$ cat src/rtl/l1d_access_ctrl.sv
module l1d_access_ctrl #(
  parameter int ADDR_W     = 12,
  parameter int OFF_W      = 2,
  parameter int SET_W      = 2,
  parameter int WAYS       = 4,
  parameter int MQ_DEPTH   = 8,
  parameter int MSHR_N     = 4,
  parameter int MSHR_MERGE = 2
) (
  input  logic              clk,
  input  logic              rst_n,
  input  logic              cfg_write_evict,
  input  logic              req_valid,
  input  logic [ADDR_W-1:0] req_addr,
  input  logic              req_write,
  input  logic              req_atomic,
  input  logic              req_global,
  output logic [1:0]        rsp_status,
  output logic              mq_valid,
  input  logic              mq_ready,
  output logic [ADDR_W-1:0] mq_addr,
  output logic [1:0]        mq_kind,
  output logic              mq_full_line,
  input  logic              fill_valid,
  input  logic [ADDR_W-1:0] fill_addr
);
  localparam int BLK_W = ADDR_W - OFF_W;
  localparam int TAG_W = BLK_W - SET_W;
  localparam int SETS  = 1 << SET_W;
  localparam int WAY_W = $clog2(WAYS);
  localparam int MQ_AW = $clog2(MQ_DEPTH);
  localparam int MQ_CW = $clog2(MQ_DEPTH + 1);
  localparam int MC_W  = $clog2(MSHR_MERGE + 1);
  localparam int MI_W  = $clog2(MSHR_N);
  localparam logic [1:0] ST_INV = 2'd0, ST_VAL = 2'd1, ST_MOD = 2'd2, ST_RSV = 2'd3;
  localparam logic [1:0] RS_IDLE = 2'd0, RS_HIT = 2'd1, RS_MISS = 2'd2, RS_FAIL = 2'd3;
  localparam logic [1:0] K_RD = 2'd0, K_WR = 2'd1, K_WB = 2'd2;

  logic [1:0]       st  [SETS][WAYS];
  logic [TAG_W-1:0] tg  [SETS][WAYS];
  logic [WAY_W-1:0] age [SETS][WAYS];
  logic             m_v   [MSHR_N];
  logic [BLK_W-1:0] m_blk [MSHR_N];
  logic [MC_W-1:0]  m_cnt [MSHR_N];
  logic [ADDR_W-1:0] q_a [MQ_DEPTH];
  logic [1:0]        q_k [MQ_DEPTH];
  logic              q_f [MQ_DEPTH];
  logic [MQ_AW-1:0]  rd_p, wr_p;
  logic [MQ_CW-1:0]  mq_cnt;

  wire [BLK_W-1:0] blk  = req_addr[ADDR_W-1:OFF_W];
  wire [SET_W-1:0] s    = blk[SET_W-1:0];
  wire [TAG_W-1:0] t    = blk[BLK_W-1:SET_W];
  wire [BLK_W-1:0] fblk = fill_addr[ADDR_W-1:OFF_W];
  wire [SET_W-1:0] fs   = fblk[SET_W-1:0];
  wire [MQ_CW-1:0] free = MQ_CDEPTH() - mq_cnt;
  wire             mq_pop = mq_valid && mq_ready;

  function automatic logic [MQ_CW-1:0] MQ_CDEPTH();
    return MQ_CW'(MQ_DEPTH);
  endfunction

  assign mq_valid     = mq_cnt != '0;
  assign mq_addr      = q_a[rd_p];
  assign mq_kind      = q_k[rd_p];
  assign mq_full_line = q_f[rd_p];

  logic [WAYS-1:0]  hv;
  logic             hit;
  logic [WAY_W-1:0] hit_way;
  logic             inv_ok, old_ok;
  logic [WAY_W-1:0] inv_way, old_way, old_age;
  always_comb begin
    hv = '0; hit_way = '0;
    inv_ok = 1'b0; inv_way = '0; old_ok = 1'b0; old_way = '0; old_age = '0;
    for (int w = 0; w < WAYS; w++) begin
      hv[w] = (st[s][w] == ST_VAL || st[s][w] == ST_MOD) && tg[s][w] == t;
      if (hv[w]) hit_way = WAY_W'(w);
      if (st[s][w] == ST_INV && !inv_ok) begin
        inv_ok = 1'b1; inv_way = WAY_W'(w);
      end
      if ((st[s][w] == ST_VAL || st[s][w] == ST_MOD) && (!old_ok || age[s][w] > old_age)) begin
        old_ok = 1'b1; old_way = WAY_W'(w); old_age = age[s][w];
      end
    end
    hit = |hv;
  end
  wire             vic_ok    = inv_ok || old_ok;
  wire [WAY_W-1:0] vic_way   = inv_ok ? inv_way : old_way;
  wire             vic_dirty = !inv_ok && st[s][old_way] == ST_MOD;

  logic            m_hit, m_free;
  logic [MI_W-1:0] m_hi, m_fi;
  always_comb begin
    m_hit = 1'b0; m_free = 1'b0; m_hi = '0; m_fi = '0;
    for (int i = 0; i < MSHR_N; i++) begin
      if (m_v[i] && m_blk[i] == blk) begin m_hit = 1'b1; m_hi = MI_W'(i); end
      if (!m_v[i] && !m_free) begin m_free = 1'b1; m_fi = MI_W'(i); end
    end
  end

  logic             p0, p1, upd, tch, alloc, merge;
  logic [1:0]       p0_k, upd_st;
  logic             p0_f;
  logic [ADDR_W-1:0] p0_a, p1_a;
  logic [WAY_W-1:0] upd_way;
  always_comb begin
    rsp_status = RS_IDLE;
    p0 = 1'b0; p1 = 1'b0; p0_k = K_WR; p0_f = 1'b0; p0_a = req_addr;
    p1_a = {tg[s][old_way], s, {OFF_W{1'b0}}};
    upd = 1'b0; upd_st = ST_VAL; upd_way = hit_way; tch = 1'b0; alloc = 1'b0; merge = 1'b0;
    if (req_valid) begin
      if (fill_valid) rsp_status = RS_FAIL;
      else if (req_write) begin
        if (hit && (req_global || cfg_write_evict)) begin
          if (free != '0) begin
            rsp_status = RS_HIT; p0 = 1'b1; upd = 1'b1; upd_st = ST_INV;
          end else rsp_status = RS_FAIL;
        end else if (hit) begin
          rsp_status = RS_HIT; upd = 1'b1; upd_st = ST_MOD; tch = 1'b1;
        end else if (free != '0) begin
          rsp_status = RS_MISS; p0 = 1'b1;
        end else rsp_status = RS_FAIL;
      end else if (hit) begin
        rsp_status = RS_HIT; tch = 1'b1;
        if (req_atomic) begin upd = 1'b1; upd_st = ST_MOD; end
      end else if (free < MQ_CW'(2)) rsp_status = RS_FAIL;
      else if (m_hit) begin
        if (m_cnt[m_hi] < MC_W'(MSHR_MERGE)) begin rsp_status = RS_MISS; merge = 1'b1; end
        else rsp_status = RS_FAIL;
      end else if (m_free && vic_ok) begin
        rsp_status = RS_MISS; alloc = 1'b1; tch = 1'b1;
        upd = 1'b1; upd_st = ST_RSV; upd_way = vic_way;
        p0 = 1'b1; p0_k = K_RD; p0_f = 1'b1; p0_a = {blk, {OFF_W{1'b0}}};
        p1 = vic_dirty;
      end else rsp_status = RS_FAIL;
    end
  end
  wire [WAY_W-1:0] tch_way = alloc ? vic_way : hit_way;

  always_ff @(posedge clk) begin
    if (!rst_n) begin
      for (int a = 0; a < SETS; a++)
        for (int w = 0; w < WAYS; w++) begin
          st[a][w] <= ST_INV; tg[a][w] <= '0; age[a][w] <= WAY_W'(w);
        end
      for (int i = 0; i < MSHR_N; i++) begin
        m_v[i] <= 1'b0; m_blk[i] <= '0; m_cnt[i] <= '0;
      end
      rd_p <= '0; wr_p <= '0; mq_cnt <= '0;
    end else begin
      if (fill_valid) begin
        for (int i = 0; i < MSHR_N; i++)
          if (m_v[i] && m_blk[i] == fblk) m_v[i] <= 1'b0;
        for (int w = 0; w < WAYS; w++)
          if (st[fs][w] == ST_RSV && tg[fs][w] == fblk[BLK_W-1:SET_W]) st[fs][w] <= ST_VAL;
      end
      if (upd) st[s][upd_way] <= upd_st;
      if (alloc) begin
        tg[s][vic_way] <= t;
        m_v[m_fi] <= 1'b1; m_blk[m_fi] <= blk; m_cnt[m_fi] <= MC_W'(1);
      end
      if (merge) m_cnt[m_hi] <= m_cnt[m_hi] + MC_W'(1);
      if (tch)
        for (int w = 0; w < WAYS; w++)
          if (age[s][w] < age[s][tch_way]) age[s][w] <= age[s][w] + WAY_W'(1);
          else if (WAY_W'(w) == tch_way) age[s][w] <= '0;
      if (p0) begin
        q_a[wr_p] <= p0_a; q_k[wr_p] <= p0_k; q_f[wr_p] <= p0_f;
      end
      if (p1) begin
        q_a[wr_p + MQ_AW'(1)] <= p1_a; q_k[wr_p + MQ_AW'(1)] <= K_WB; q_f[wr_p + MQ_AW'(1)] <= 1'b1;
      end
      wr_p   <= wr_p + MQ_AW'(p0) + MQ_AW'(p1);
      rd_p   <= rd_p + MQ_AW'(mq_pop);
      mq_cnt <= mq_cnt + MQ_CW'(p0) + MQ_CW'(p1) - MQ_CW'(mq_pop);
    end
  end

  a_r12_no_overflow: assert property (@(posedge clk) disable iff (!rst_n) mq_cnt <= MQ_CDEPTH());
  a_r10_single_hit: assert property (@(posedge clk) disable iff (!rst_n) $onehot0(hv));
  a_r6_fail_no_push: assert property (@(posedge clk) disable iff (!rst_n)
    (req_valid && rsp_status == RS_FAIL) |=> mq_cnt == $past(mq_cnt) - MQ_CW'($past(mq_pop)));
  a_r4_write_miss_one: assert property (@(posedge clk) disable iff (!rst_n)
    (req_valid && req_write && rsp_status == RS_MISS) |=> mq_cnt == $past(mq_cnt) + MQ_CW'(1) - MQ_CW'($past(mq_pop)));
  a_r2_local_hit_quiet: assert property (@(posedge clk) disable iff (!rst_n)
    (req_valid && req_write && !req_global && !cfg_write_evict && rsp_status == RS_HIT)
    |=> mq_cnt == $past(mq_cnt) - MQ_CW'($past(mq_pop)));
  a_r11_fill_wins: assert property (@(posedge clk) disable iff (!rst_n)
    (req_valid && fill_valid) |-> rsp_status == RS_FAIL);
  generate
    for (genvar g = 0; g < MSHR_N; g++) begin : g_mchk
      a_r8_merge_bound: assert property (@(posedge clk) disable iff (!rst_n)
        m_v[g] |-> (m_cnt[g] <= MC_W'(MSHR_MERGE) && m_cnt[g] != '0));
    end
  endgenerate
endmodule

$ cat config.mk
export PLATFORM = sky130hd
export DESIGN_NAME = l1d_access_ctrl
export DESIGN_NICKNAME = d
export VERILOG_FILES = /design/src/rtl/l1d_access_ctrl.sv
export SDC_FILE = /design/constraint.sdc
export NUM_CORES = 1
export LEC_CHECK = 0
export BUFFER_PORTS_ARGS = -buffer_cell sky130_fd_sc_hd__clkbuf_2
export CAP_MARGIN = 20
export CORE_ASPECT_RATIO = 1.75
export CORE_MARGIN = 2
export CORE_UTILIZATION = 40
export CTS_CLUSTER_DIAMETER = 60
export DETAILED_ROUTE_END_ITERATION = 16
export GPL_TIMING_DRIVEN = 0
export MAX_ROUTING_LAYER = met4
export PLACE_DENSITY = 0.67
export SLEW_MARGIN = 20
export SYNTH_ARGS = -nofsm -noshare
export SYNTH_HDL_FRONTEND = slang
export SYNTH_SLANG_ARGS = --single-unit
$ cat constraint.sdc
create_clock -name clk -period 9.9 [get_ports clk]
set_input_delay 0.99 -clock clk [delete_from_list [all_inputs] [get_ports clk]]
set_output_delay 0.99 -clock clk [all_outputs]
set_load 0.1 [all_outputs]
After elaboration in Yosys (flattened, before gate mapping):

Memories as Yosys holds them, arrays and structs flattened. A register that Yosys moved wholly into a read port is not among the register bits.
Index checks and enable logic that the tools add are counted.
Widths: inputs -> output; s select.

* add/subtract/negate cells: 13
* magnitude comparators: 15
* equal/unequal tests: 32
* mux-type cells: 252
* bitwise gates (word level): 12
* reductions and logical operators: 68

Operators with widths (count)
* $mux 1: 163
* $mux 2: 67
* $mux 32: 3
* $eq 10x10->1: 8
* $eq 8x8->1: 8
* $mux 8: 8
* $reduce_or 32->1: 1
* $logic_and 1x1->1: 31
* $reduce_or 8->1: 3
* $eq 2x2->1 const B: 9
* $bmux 8 s2: 1
* $demux 8 s2: 1
* $ge 3x3->1 const B: 4
* $logic_not 1->1: 12
* $not 2->3: 4
* $add 2x1->2 const B: 5
* $logic_not 2->1: 5
* $mux 10: 1
* $reduce_or 10->1: 1
* $add 3x1->3: 3
* $logic_or 1x1->1: 9
* $mux 3: 3
* $add 4x1->4: 2
* $bmux 2 s2: 2
* other kinds (18): 38

* register bits: 10
* bits in writable memories: 364
* input bits: 33
* output and inout port bits: 18
* word-level logic and storage cells: 404
* memories: 9

Memories
* tg: depth 4, bits a word 32, rd ports 2, clocked after memory_dff 0, write ports 4, line 40 `logic [TAG_W-1:0] tg [SETS][WAYS];`
* q_a: depth 8, bits a word 12, rd ports 1, clocked after memory_dff 1, write ports 2, line 45 `logic [ADDR_W-1:0] q_a [MQ_DEPTH];`
* m_blk: depth 4, bits a word 10, rd ports 4, clocked after memory_dff 0, write ports 4, line 43 `logic [BLK_W-1:0] m_blk [MSHR_N];`
* age: depth 4, bits a word 8, rd ports 1, clocked after memory_dff 0, write ports 4, line 41 `logic [WAY_W-1:0] age [SETS][WAYS];`
* st: depth 4, bits a word 8, rd ports 2, clocked after memory_dff 0, write ports 4, line 39 `logic [1:0] st [SETS][WAYS];`
* q_k: depth 8, bits a word 2, rd ports 1, clocked after memory_dff 1, write ports 2, line 46 `logic [1:0] q_k [MQ_DEPTH];`
* 3 more memories

Logic depth before layout (Yosys ltp):

An unclocked memory read counts as a cell.

* word-level depth: 38
* depth in mapped cells: 41

Worst setup path after synthesis:

Ideal clock, no wire load.

* path kind: input to register
* start: input req_addr[2]
* end: memory age[0][0] (netlist bit) (enable)
* setup time: 367 ps
* arrival: 9385 ps
* path slack: 148 ps
* stages on the path: 35
* path buffers: 9
* cells stage by stage: buf_4 buf_12 buf_12 buf_2 mux4_2 inv_1 ha_1 clkbuf_1 nand2_1 ha_1 nor2b_1 a2bb2oi_1 o21a_1 clkbuf_1 buf_1 nor2_1 a21oi_1 ha_1 nor2b_1 o311ai_1 clkbuf_1 mux2_2 ha_1 nand2_1 o211ai_1 and2_1 a311o_1 clkbuf_1 o41ai_1 a21oi_1 mux2_2 o21ai_0 ha_1 o311a_1 o311ai_0

RTL lines
* from (decl): line 14 `input logic [ADDR_W-1:0] req_addr,`
* to (decl): line 41

==> reports/results.ini <==
[outcome]
status = completed

[critical_path]
crit_arrival_ns = 9.76
cp-end-kind = register
cp_max_fo = 19
cp_slowest_cell = mux4_2
crit_type = input pin to register
cpMostUsedCell = ha_1
startpoint_type = input pin
crit_required_ns = 10.18
slowest_delay_ns = 0.69

[clocking]
cts_buffers = 35
clockBufferDepth = 3
cts.clk_slew.worst_paths_ns = 0.07
cts_tree = built
ctsHoldBuffers = 0
cts.htree.levels = 2
cts.sinks = 374
clock_latency_ns = 0.56
cts_root_buf = clkbuf_16

[grt]
grt_pass1_wl_um = 103000
grt_max_degree = 20
grt_pass1_vias = 16412
gr-total-overflow = 0
grt_use_total = 0.263
antenna_found_initial = 2

[yosys]
yosysWarnings = 0
async_flop_share = 0
ys.flop_type = edfxtp_1
synth_fp_nets = 1887
synth_edf_count = 320
yosysSeqAreaShare = 0.497
synthMostInstantiatedCell = edfxtp_1
synthCells = 1826
synth_top_area_share = 0.447
synthTopCellsByCount = edfxtp_1 (320), nand2_1 (177), and2_1 (152), xnor2_1 (125), o21ai_0 (119)
avgSynthCellArea_um2 = 11.8
synth_area_leaders = edfxtp_1 (45%), mux4_2 (12%), xnor2_1 (5.1%), dfxtp_1 (5.0%), and2_1 (4.4%)
ys_types = 77
ys_ff_latch = 374
synth.largest_area_cell = edfxtp_1
syn_area_um2 = 21500

[flow_run]
drv_cap = 0

[power_and_ir_drop]
p_per_area_nw_per_um2 = 188
ir_drop_mv = 0.137
p_switching_mw = 1.52
swShare = 0.338
finalPower_mw = 4.49
seq_power_share = 0.409
pwr-share-clk = 0.319
pwr-share-comb = 0.272
leakage_nw = 8.02
internal_power_mw = 2.98

[finish]
regArea_um2 = 10700
postLayoutCellArea_um2 = 23900
fill_cells = 4929
area_growth_pct = 11.0
multiInputGateArea_um2 = 10200
fin_nets = 1957
layout-drive-gt1-share = 0.161

[floorplanning]
initial_core_util = 0.404
core_area_um2 = 53300
fp.dieW_um = 179
rows = 112
top_level_ports = 51
die_height_um = 311
die_area_um2 = 55700

[timing]
timing.fmax_mhz = 105
min_period_ns = 9.48
fin_worst_hold_slack_ns = 0.441
relSlewSlack = 0.183
drv_slew = 0
min_period_over_period = 0.958
setup_violations = 0
skew_ns = 0.0278
tightest_slew_ns = 1.23
finalHoldViolations = 0

[detailed_routing]
dr.pass1.iters = 5
vias = 15764
drc_errors = 0
viasPerCell = 6.04
wl_per_cell_um = 27.1
wirelength_um = 70500
antenna_left = 0
drt_iter0_drc = 1276

[placed_design]
hpwlAfterDp_um = 56000
gp_congestion = 1.01
io_buffer_count = 26
placed_cell_area_um2 = 22600

[worst_hold_path]
min_path_type = register to register

-- worst max-delay path, delay by kind of cell --
kind | cells | cell delay, ns
AO/OA/AOI/OAI | 13 | 3.41
adder cells (fa/ha/maj) | 4 | 1.19
buffers and inverters | 8 | 2.24
multiplexers | 2 | 1.08
AND/OR/NAND/NOR | 5 | 0.79
-- metrics by stage --
stage	utilization	std cells	setup slack (ns)	TNS (ns)
floorplan	-	1826	0.148	0
global placement	0.423	2536	-2.94	-848.34
detailed placement	0.424	2540	-3.07	-837.09
CTS	0.447	2601	0.0534	0
global route	0.448	2608	-0.0590	-0.132
finish	0.448	2608	0.417	0
-- worst paths after layout --
check | startpoint | slack (ns) | cells after the start | to
max | req_addr[2] | 0.42 | 32 | age[2][1]$_SDFFCE_PN1P_
min reg2reg | q_k[5][1]$_SDFFE_PP1P_ | 0.44 | 2 | q_k[5][1]$_SDFFE_PP1P_
max reg2reg | st[3][7]$_SDFFCE_PN0P_ | 1.07 | 31 | age[2][1]$_SDFFCE_PN1P_
min | q_k[5][1]$_SDFFE_PP1P_ | 0.44 | 2 | q_k[5][1]$_SDFFE_PP1P_
-- cells in the final DEF (no fill, tap or decap), types with 19 or more instances in the layout --
cell / instances
a21oi_1: 30
edfxtp_1: 320
clkbuf_16: 37
o21ai_0: 117
and2_1: 152
nor2_1: 90
nand2_1: 177
dfxtp_1: 54
mux2_2: 21
clkbuf_2: 30
ha_1: 25
nand4_1: 29
clkbuf_1: 92
mux4_2: 115
inv_1: 43
xor2_1: 29
xnor2_1: 125
mux2i_1: 19
nand2b_1: 24
nor4_2: 22
nor3_1: 45
nand3_1: 52
-- final cells by class --
cell class                 instances  area share
timing repair buffer              37     0.00917
antenna                            1    0.000105
tap                              684      0.0358
clock inverter                    18     0.00933
buffer                           126      0.0235
multi-input combinational       1277       0.427
sequential                       374       0.448
clock buffer                      46      0.0406
inverter                          45     0.00707
-- cells by family after synthesis --
family / after synthesis / share of synthesized area
and+or+nand+nor: 671 / 0.167
DFF: 374 / 0.497
AOI/OAI and AO/OA: 267 / 0.0804
buffers and inverters: 175 / 0.0340
muxes: 157 / 0.142
xor gates and xnor gates: 154 / 0.0627
adders and majority gates: 28 / 0.0173
-- what timing repair did --
action,CTS,global route
buffers inserted,0,6
gates resized for setup,12,3
pin swaps,0,3
endpoints found under the setup margin,583,72
-- power by group through the flow --
stage / registers (mW) / clock network [mW] / logic [mW]
2_1_floorplan: 1.85 / 0 / 0.903
3_3_place_gp: 1.86 / 0 / 1.18
3_5_place_dp: 1.87 / 0 / 1.20
4_1_cts: 1.84 / 1.43 / 1.21
5_1_grt: 1.84 / 1.49 / 1.30
6_report: 1.84 / 1.43 / 1.22
-- metal layers --
layer / vias up / share of wire / routed length (µm) / track usage
li1: 6967 / - / - / -
met1: 7757 / 0.31 / 21600 / 0.241
met2: 715 / 0.53 / 37500 / 0.467
met3: 325 / 0.062 / 4340 / 0.0401
met4: 0 / 0.10 / 7110 / 0.215
met5: - / 0 / 0 / -
-- registers in the layout, indices dropped and copies added (netlist names), 4 cells and up --
name    count
m_v         4
mq_cnt      4
q_a        96
q_f         8
age        32
tg        128
q_k        16
m_blk      40
st         32
m_cnt       8
(Power assumes the default switching activity.)
